==> src/rtl/ep_csr_pkg.sv <==
package ep_csr_pkg;

    localparam int unsigned WORD_W   = 16;
    localparam int unsigned ADDR_W   = 3;
    localparam int unsigned HS_W     = 2;
    localparam int unsigned TYPE_W   = 2;

    localparam int unsigned ADDR_LO  = 0;
    localparam int unsigned RX_HS_LO = ADDR_LO + ADDR_W;
    localparam int unsigned RX_TOG   = RX_HS_LO + HS_W;
    localparam int unsigned RX_FLAG  = RX_TOG + 1;
    localparam int unsigned TX_HS_LO = RX_FLAG + 1;
    localparam int unsigned TX_TOG   = TX_HS_LO + HS_W;
    localparam int unsigned TX_FLAG  = TX_TOG + 1;
    localparam int unsigned TYPE_LO  = TX_FLAG + 1;
    localparam int unsigned KIND_BIT = TYPE_LO + TYPE_W;
    localparam int unsigned SETUP_BIT = KIND_BIT + 1;
    localparam int unsigned DIRS     = 2;

    typedef enum logic [HS_W-1:0] {
        HS_DISABLED = 2'b00,
        HS_STALL    = 2'b01,
        HS_NAK      = 2'b10,
        HS_VALID    = 2'b11
    } hs_e;

    typedef enum logic [TYPE_W-1:0] {
        XF_BULK    = 2'b00,
        XF_CONTROL = 2'b01,
        XF_ISO     = 2'b10,
        XF_INTR    = 2'b11
    } xfer_e;

endpackage

==> src/rtl/ep_hs_unit.sv <==
module ep_hs_unit
    import ep_csr_pkg::*;
(
    input  logic            clk,
    input  logic            rst,
    input  logic            wr_en,
    input  logic [HS_W-1:0] wr_flip,
    input  logic            wr_tog,
    input  logic            wr_flag,
    input  logic            hw_done,
    input  logic            hold_valid,
    output hs_e             hs_q,
    output logic            tog_q,
    output logic            flag_q
);

    hs_e  sw_st;
    hs_e  hs_d;
    logic tog_d;
    logic flag_d;

    // next-state process: software flip first, then completion event
    always_comb begin
        sw_st = hs_e'(hs_q ^ (wr_en ? wr_flip : {HS_W{1'b0}}));
        hs_d  = sw_st;
        if (hw_done && !hold_valid) begin
            unique case (sw_st)
                HS_VALID:    hs_d = HS_NAK;
                HS_NAK:      hs_d = HS_NAK;
                HS_STALL:    hs_d = HS_STALL;
                HS_DISABLED: hs_d = HS_DISABLED;
            endcase
        end
    end

    // toggle and flag follow the same write-then-event order
    always_comb begin
        tog_d  = tog_q ^ (wr_en & wr_tog) ^ hw_done;
        flag_d = (flag_q & ~(wr_en & ~wr_flag)) | hw_done;
    end

    // state register process
    always_ff @(posedge clk) begin
        if (rst) begin
            hs_q   <= HS_DISABLED;
            tog_q  <= 1'b0;
            flag_q <= 1'b0;
        end else begin
            hs_q   <= hs_d;
            tog_q  <= tog_d;
            flag_q <= flag_d;
        end
    end

endmodule

==> src/rtl/ep_cfg_unit.sv <==
module ep_cfg_unit
    import ep_csr_pkg::*;
(
    input  logic              clk,
    input  logic              rst,
    input  logic              wr_en,
    input  logic [ADDR_W-1:0] wr_addr,
    input  logic [TYPE_W-1:0] wr_type,
    input  logic              wr_kind,
    input  logic              hw_rx_done,
    input  logic              hw_rx_setup,
    output logic [ADDR_W-1:0] addr_q,
    output xfer_e             type_q,
    output logic              kind_q,
    output logic              setup_q,
    output logic              hold_valid
);

    always_ff @(posedge clk) begin
        if (rst) begin
            addr_q  <= '0;
            type_q  <= XF_BULK;
            kind_q  <= 1'b0;
            setup_q <= 1'b0;
        end else begin
            if (wr_en) begin
                addr_q <= wr_addr;
                type_q <= xfer_e'(wr_type);
                kind_q <= wr_kind;
            end
            if (hw_rx_done) begin
                setup_q <= hw_rx_setup;
            end
        end
    end

    // status is kept on completion for ping-pong bulk and isochronous
    always_comb begin
        unique case (type_q)
            XF_ISO:     hold_valid = 1'b1;
            XF_BULK:    hold_valid = kind_q;
            XF_CONTROL: hold_valid = 1'b0;
            XF_INTR:    hold_valid = 1'b0;
        endcase
    end

endmodule

==> src/rtl/usb_ep_csr.sv <==
module usb_ep_csr
    import ep_csr_pkg::*;
(
    input  logic        clk,
    input  logic        rst,
    input  logic        wr_en,
    input  logic [15:0] wr_data,
    input  logic        hw_tx_done,
    input  logic        hw_rx_done,
    input  logic        hw_rx_setup,
    output logic [15:0] rd_data,
    output logic [1:0]  tx_hs,
    output logic [1:0]  rx_hs
);

    logic [ADDR_W-1:0] addr_q;
    xfer_e             type_q;
    logic              kind_q;
    logic              setup_q;
    logic              hold_valid;

    hs_e  hs_q   [DIRS];
    logic tog_q  [DIRS];
    logic flag_q [DIRS];

    ep_cfg_unit cfg_i (
        .clk         (clk),
        .rst         (rst),
        .wr_en       (wr_en),
        .wr_addr     (wr_data[ADDR_LO +: ADDR_W]),
        .wr_type     (wr_data[TYPE_LO +: TYPE_W]),
        .wr_kind     (wr_data[KIND_BIT]),
        .hw_rx_done  (hw_rx_done),
        .hw_rx_setup (hw_rx_setup),
        .addr_q      (addr_q),
        .type_q      (type_q),
        .kind_q      (kind_q),
        .setup_q     (setup_q),
        .hold_valid  (hold_valid)
    );

    // direction 0 is RX, direction 1 is TX
    for (genvar d = 0; d < DIRS; d++) begin : g_dir
        localparam int unsigned HL = (d == 0) ? RX_HS_LO : TX_HS_LO;
        localparam int unsigned TG = (d == 0) ? RX_TOG   : TX_TOG;
        localparam int unsigned FL = (d == 0) ? RX_FLAG  : TX_FLAG;
        logic done;
        assign done = (d == 0) ? hw_rx_done : hw_tx_done;

        ep_hs_unit hs_i (
            .clk        (clk),
            .rst        (rst),
            .wr_en      (wr_en),
            .wr_flip    (wr_data[HL +: HS_W]),
            .wr_tog     (wr_data[TG]),
            .wr_flag    (wr_data[FL]),
            .hw_done    (done),
            .hold_valid (hold_valid),
            .hs_q       (hs_q[d]),
            .tog_q      (tog_q[d]),
            .flag_q     (flag_q[d])
        );
    end

    always_comb begin
        rd_data = '0;
        rd_data[ADDR_LO +: ADDR_W]  = addr_q;
        rd_data[RX_HS_LO +: HS_W]   = hs_q[0];
        rd_data[RX_TOG]             = tog_q[0];
        rd_data[RX_FLAG]            = flag_q[0];
        rd_data[TX_HS_LO +: HS_W]   = hs_q[1];
        rd_data[TX_TOG]             = tog_q[1];
        rd_data[TX_FLAG]            = flag_q[1];
        rd_data[TYPE_LO +: TYPE_W]  = type_q;
        rd_data[KIND_BIT]           = kind_q;
        rd_data[SETUP_BIT]          = setup_q;
    end

    assign tx_hs = hs_q[1];
    assign rx_hs = hs_q[0];

endmodule

==> config.mk <==
export PLATFORM = sky130hd
export DESIGN_NAME = usb_ep_csr
export DESIGN_NICKNAME = d
export VERILOG_FILES = /design/src/rtl/ep_csr_pkg.sv /design/src/rtl/ep_hs_unit.sv /design/src/rtl/ep_cfg_unit.sv /design/src/rtl/usb_ep_csr.sv
export SDC_FILE = /design/constraint.sdc
export NUM_CORES = 1
export LEC_CHECK = 0
export ABC_AREA = 1
export BUFFER_PORTS_ARGS = -buffer_cell sky130_fd_sc_hd__buf_4
export CORE_AREA = 2 2 43 45
export CTS_BUF_LIST = sky130_fd_sc_hd__clkbuf_8
export CTS_CLUSTER_SIZE = 25
export DETAILED_ROUTE_END_ITERATION = 10
export DIE_AREA = 0 0 45 47
export PLACE_DENSITY_LB_ADDON = 0.3
export SLEW_MARGIN = 5
export SYNTH_ARGS = -nofsm -noshare
export SYNTH_HDL_FRONTEND = slang
export SYNTH_SLANG_ARGS = --single-unit
==> constraint.sdc <==
create_clock -name clk -period 1.76 [get_ports clk]
set_input_delay 0.176 -clock clk [delete_from_list [all_inputs] [get_ports clk]]
set_output_delay 0.176 -clock clk [all_outputs]
set_load 0.005 [all_outputs]
Word level (Yosys, flattened, before mapping)
Index checks and enable logic that the tools add are counted.
{"block": "op_classes", "n_reduce_logical": 9, "eq_ne": 9, "mux": 7, "bitwise_logic": 18}
{"cell": "$eq A2 B2 Y1 const B", "n": 6}
{"cell": "$pmux W2 S3", "n": 2}
{"cell": "$mux W2", "n": 4}
{"cell": "$and A1 B1 Y1", "n": 6}
{"cell": "$eq A2 B1 Y1 const B", "n": 3}
{"cell": "$logic_not A2 Y1", "n": 3}
{"cell": "$reduce_or A2 Y1", "n": 3}
{"cell": "$not A1 Y1", "n": 4}
{"cell": "$xor A1 B1 Y1", "n": 4}
{"cell": "$xor A2 B2 Y2", "n": 2}
{"cell": "$pmux W1 S3", "n": 1}
{"cell": "$logic_and A1 B1 Y1", "n": 2}
{"cell": "$or A1 B1 Y1", "n": 2}
{"cell": "$logic_not A1 Y1", "n": 1}
{"block": "word_totals", "out_inout_bits": 20, "regBits": 15, "word_cells": 53}

Logic depth before layout (Yosys ltp)
{"block": "logic_depth", "word_depth": 6, "ltp_mapped": 6, "ltp_nobuf": 5}

By module
From an unflattened synthesis, not the netlist that was laid out.
{"block": "unflattened", "hier_cells": 116, "hier_area_um2": 743.2}
{"module": "ep_hs_unit", "cells_each": 31, "instances": 2, "seq_area_each_um2": 80.1, "area_each_um2": 196.4}
{"module": "ep_cfg_unit", "cells_each": 46, "instances": 1, "seq_area_each_um2": 140.1, "area_each_um2": 294.0}
{"module": "usb_ep_csr", "cells_each": 8, "instances": 1, "seq_area_each_um2": 0.0, "area_each_um2": 56.3}

Worst setup path before layout
OpenSTA, ideal clock, no wires.
{"block": "synth_timing", "path_type": "reg-to-reg", "startpoint": "register g_dir[1].hs_i.hs_q[1]", "endpoint": "register g_dir[1].hs_i.hs_q[0]", "path_stages_with_launch": 4, "arrival_time_ns": 0.604, "setup_slack_ns": 1.039, "cell_sequence": "dfxtp_1 nand3b_1 nand2_1 a21oi_2"}
{"block": "synth_via", "elab_chain_len": 5}
{"item": "start, declared", "line": "ep_hs_unit.sv:12", "source": "output hs_e hs_q,"}
{"item": "start signal, assigned", "line": "ep_hs_unit.sv:49", "source": "hs_q <= hs_d;"}
{"item": "$xor A2 B2 Y2 (*)", "line": "ep_hs_unit.sv:24", "source": "sw_st = hs_e'(hs_q ^ (wr_en ? wr_flip : {HS_W{1'b0}}));"}
{"item": "$eq A2 B2 Y1", "line": "ep_hs_unit.sv:27", "source": "unique case (sw_st)"}
{"item": "$reduce_or A2 Y1 (no source line)"}
{"item": "$pmux W2 S3 (*)", "line": "ep_hs_unit.sv:27"}
{"item": "$mux W2 (*)", "line": "ep_hs_unit.sv:26", "source": "if (hw_done && !hold_valid) begin"}
Mark *: on every way between the ends. The rest lies on a longest branch, timed or not.
A chain may end at the register's enable or synchronous reset.

Worst setup path in the final report
{"block": "layout_timing", "startpoint": "register g_dir[1].hs_i.hs_q[0]", "endpoint": "output port rd_data[7]"}
{"item": "end, declared", "line": "usb_ep_csr.sv:11", "source": "output logic [15:0] rd_data,"}
No word-level cell between the ends.

==> out/results.ini <==
[critical_path]
r2r-start=cfg_i.type_q[1]
critical_path.cell_chain=buf_4
critPathSlowestCell=dfxtp_1
cp_top_family=flip-flops
path_class=flop to primary output
critPathLaunchType=flop
cp_max_fo=4
r2r-end=g_dir[1].hs_i.hs_q[0]
critPathCaptureType=primary output
r2r_slack_ns=0.95
max_stage_delay_ns=0.38
reg2reg_depth=4
arrival_ns=0.76
required_ns=1.58
cp.buffers_inverters=1

[worst_hold_path]
holdPathStages=2
hold_end=g_dir[0].hs_i.flag_q
hp-start=rst
hold_path_class=primary input to flop

[yosys]
synth-xor-area-share=0
synth-seq-area-share=0.3974
synth_area_um2=755.7
ys_ff_latch=15
synth_top_family_by_area=simple AND/OR/NAND/NOR gates
synthSimpleGateAreaFrac=0.2748
synth_nets=123
ys_warn_count=0
netlist_instances=101
synth.avg_cell_area_um2=7.482
synth_adder_area_share=0
yosys.area.top_type=dfxtp_1
synthTopCellsByArea=dfxtp_1, buf_4, nor2_1
synth_cell_types=16
synth_top_area_share=0.3974
synth_mux_area_frac=0
synth_compound_gate_area_share=0.1225

[grt]
grt_max_degree=18
grt_usage=0.1548
antenna_found_initial=0
grt_overflow=0
grt_pass1_wl_um=2359
grt_pass1_vias=615

[place]
dp_hpwl_um=1179
place_area_um2=940.9
port_buffers=38
gp_congestion=0.7282

[detailed_routing]
drt_pass1_iterations=4
num_vias=722
routedWlPerCell_um=10.85
drc_errors=0
avgViaCountPerCell=4.945
ant_nets=0
finalWirelength_um=1584
drt_iter0_markers=8

[clocking]
holdBufCountCts=0
cts-root-buf=clkbuf_8
clk_pin_slew_ns=0.06
cts_setup_buffers=0
cts_resized=0
clockBufferDepth=2
cts.sinks=15
clk_latency_ns=0.24
cts_inserted_buffers=3
htreeDepth=1
cts_tree=done

[floorplanning]
die_y_um=47
dieWidth_um=45
rows=15
floorplan.initialDensity=0.4576
ios=42
core_region_area_um2=1652
dieArea_um2=2115

[power_and_ir_drop]
swShare=0.2497
power.switching_w=0.0002031
clkPwrFrac=0.333
peakVddDrop_mv=0.8208
power.leakage_nw=0.5063
combPwrFrac=0.197
p_seq_frac=0.470
intPower_w=0.0006103
power_density_nw_per_um2=824.0

[cells_and_area]
antenna_cells=0
nets=152
final_cell_area_um2=987.2
drive_gt1_frac=0.3953
n_fill_cell=158
syn2layout_area_growth_pct=30.63

[sta]
fin_tns_setup_ns=0
max_freq_mhz=1069
hold_viol_final=0
rsz0062_at_grt=false
finalClockSkew_ns=0.003281
min_period_over_period=0.5317
period_needed_ns=0.9357
finalSetupViolCount=0
maxSlewViolCount=0

[run]
cap_viol_max_count=0

[outcome]
outcome=complete, no violations

Yosys cell counts (all sizes together):
cell type   n
a21oi       8
nand3b      2
dfxtp      15
nor2       20
o21ai       9
nand3       6
inv         8
buf        14
conb        1
nand2      18
metrics by stage:
stage	setup slack [ns]	hold WS (ns)	util	total power, W	instances
after floorplan	1.039	0.2451	-	0.0004879	101
after global placement	0.8877	0.3820	0.5697	0.0005442	142
after detailed placement	0.8583	0.3830	0.5697	0.0005502	142
after CTS	0.8262	0.1274	0.5977	0.0008212	146
after global routing	0.8063	0.1348	0.5977	0.0008598	146
final	0.8243	0.1302	0.5977	0.0008134	146
state kept, by name (all words and copies together), names as in the netlist:
name               cells
cfg_i.addr_q           3
cfg_i.kind_q           1
cfg_i.setup_q          1
cfg_i.type_q           2
g_dir.hs_i.flag_q      2
g_dir.hs_i.hs_q        4
g_dir.hs_i.tog_q       2
how the worst max path moves through the flow:
| stage | startpoint | endpoint | slack (ns) | cells past startpoint |
|---|---|---|---|---|
| final | g_dir[1].hs_i.hs_q[0] | rd_data[7] | 0.82 | 1 |
| after global routing | g_dir[1].hs_i.hs_q[0] | tx_hs[0] | 0.81 | 1 |
| after CTS | g_dir[1].hs_i.hs_q[0] | rd_data[7] | 0.83 | 1 |
| after detailed placement | rst | cfg_i.kind_q | 0.86 | 4 |
| after global placement | rst | cfg_i.addr_q[0] | 0.89 | 4 |
| after floorplan | g_dir[1].hs_i.hs_q[1] | g_dir[1].hs_i.hs_q[0] | 1.04 | 3 |
layer usage:
metal,global-route usage,vias to the layer above,share of wire
met5,0,-,0
met4,0.06471,0,0.0057
met3,0.05769,2,0.093
met2,0.2686,27,0.48
met1,0.1710,330,0.42
li1,-,363,-
logic make-up after synthesis:
family	Yosys count
compound gates	17
buf+inv	22
flops	15
other cells	1
simple gates	46
power by group through the flow:
stage	combinational, W	clock (W)	sequential, W
2_1_floorplan	0.000100	0	0.000388
3_3_place_gp	0.000156	0	0.000388
3_5_place_dp	0.000161	0	0.000389
4_1_cts	0.000162	0.000277	0.000382
5_1_grt	0.000178	0.000297	0.000385
6_report	0.000160	0.000271	0.000382
final cells by class:
cell class | count | area, um^2 | share of cell area
Clock buffer | 3 | 41.29 | 0.04183
Clock inverter | 1 | 5.005 | 0.005070
Inverter | 8 | 30.03 | 0.03042
Multi-Input combinational cell | 64 | 304.0 | 0.3080
Sequential cell | 15 | 300.3 | 0.3042
Tap cell | 17 | 21.27 | 0.02155
Timing Repair Buffer | 38 | 285.3 | 0.2890
cell usage in the layout (no fill, tap or decap):
cell type / n
inv_2: 1
nand2_2: 4
clkbuf_8: 3
conb_1: 1
inv_1: 7
nand3b_1: 2
a21oi_1: 6
buf_4: 38
nand3_2: 2
nand2_1: 14
clkinv_2: 1
nand3_1: 4
o21ai_0: 9
nor2_1: 20
dfxtp_1: 15
a21oi_2: 2
No activity file was read; power rests on OpenSTA's default activity.
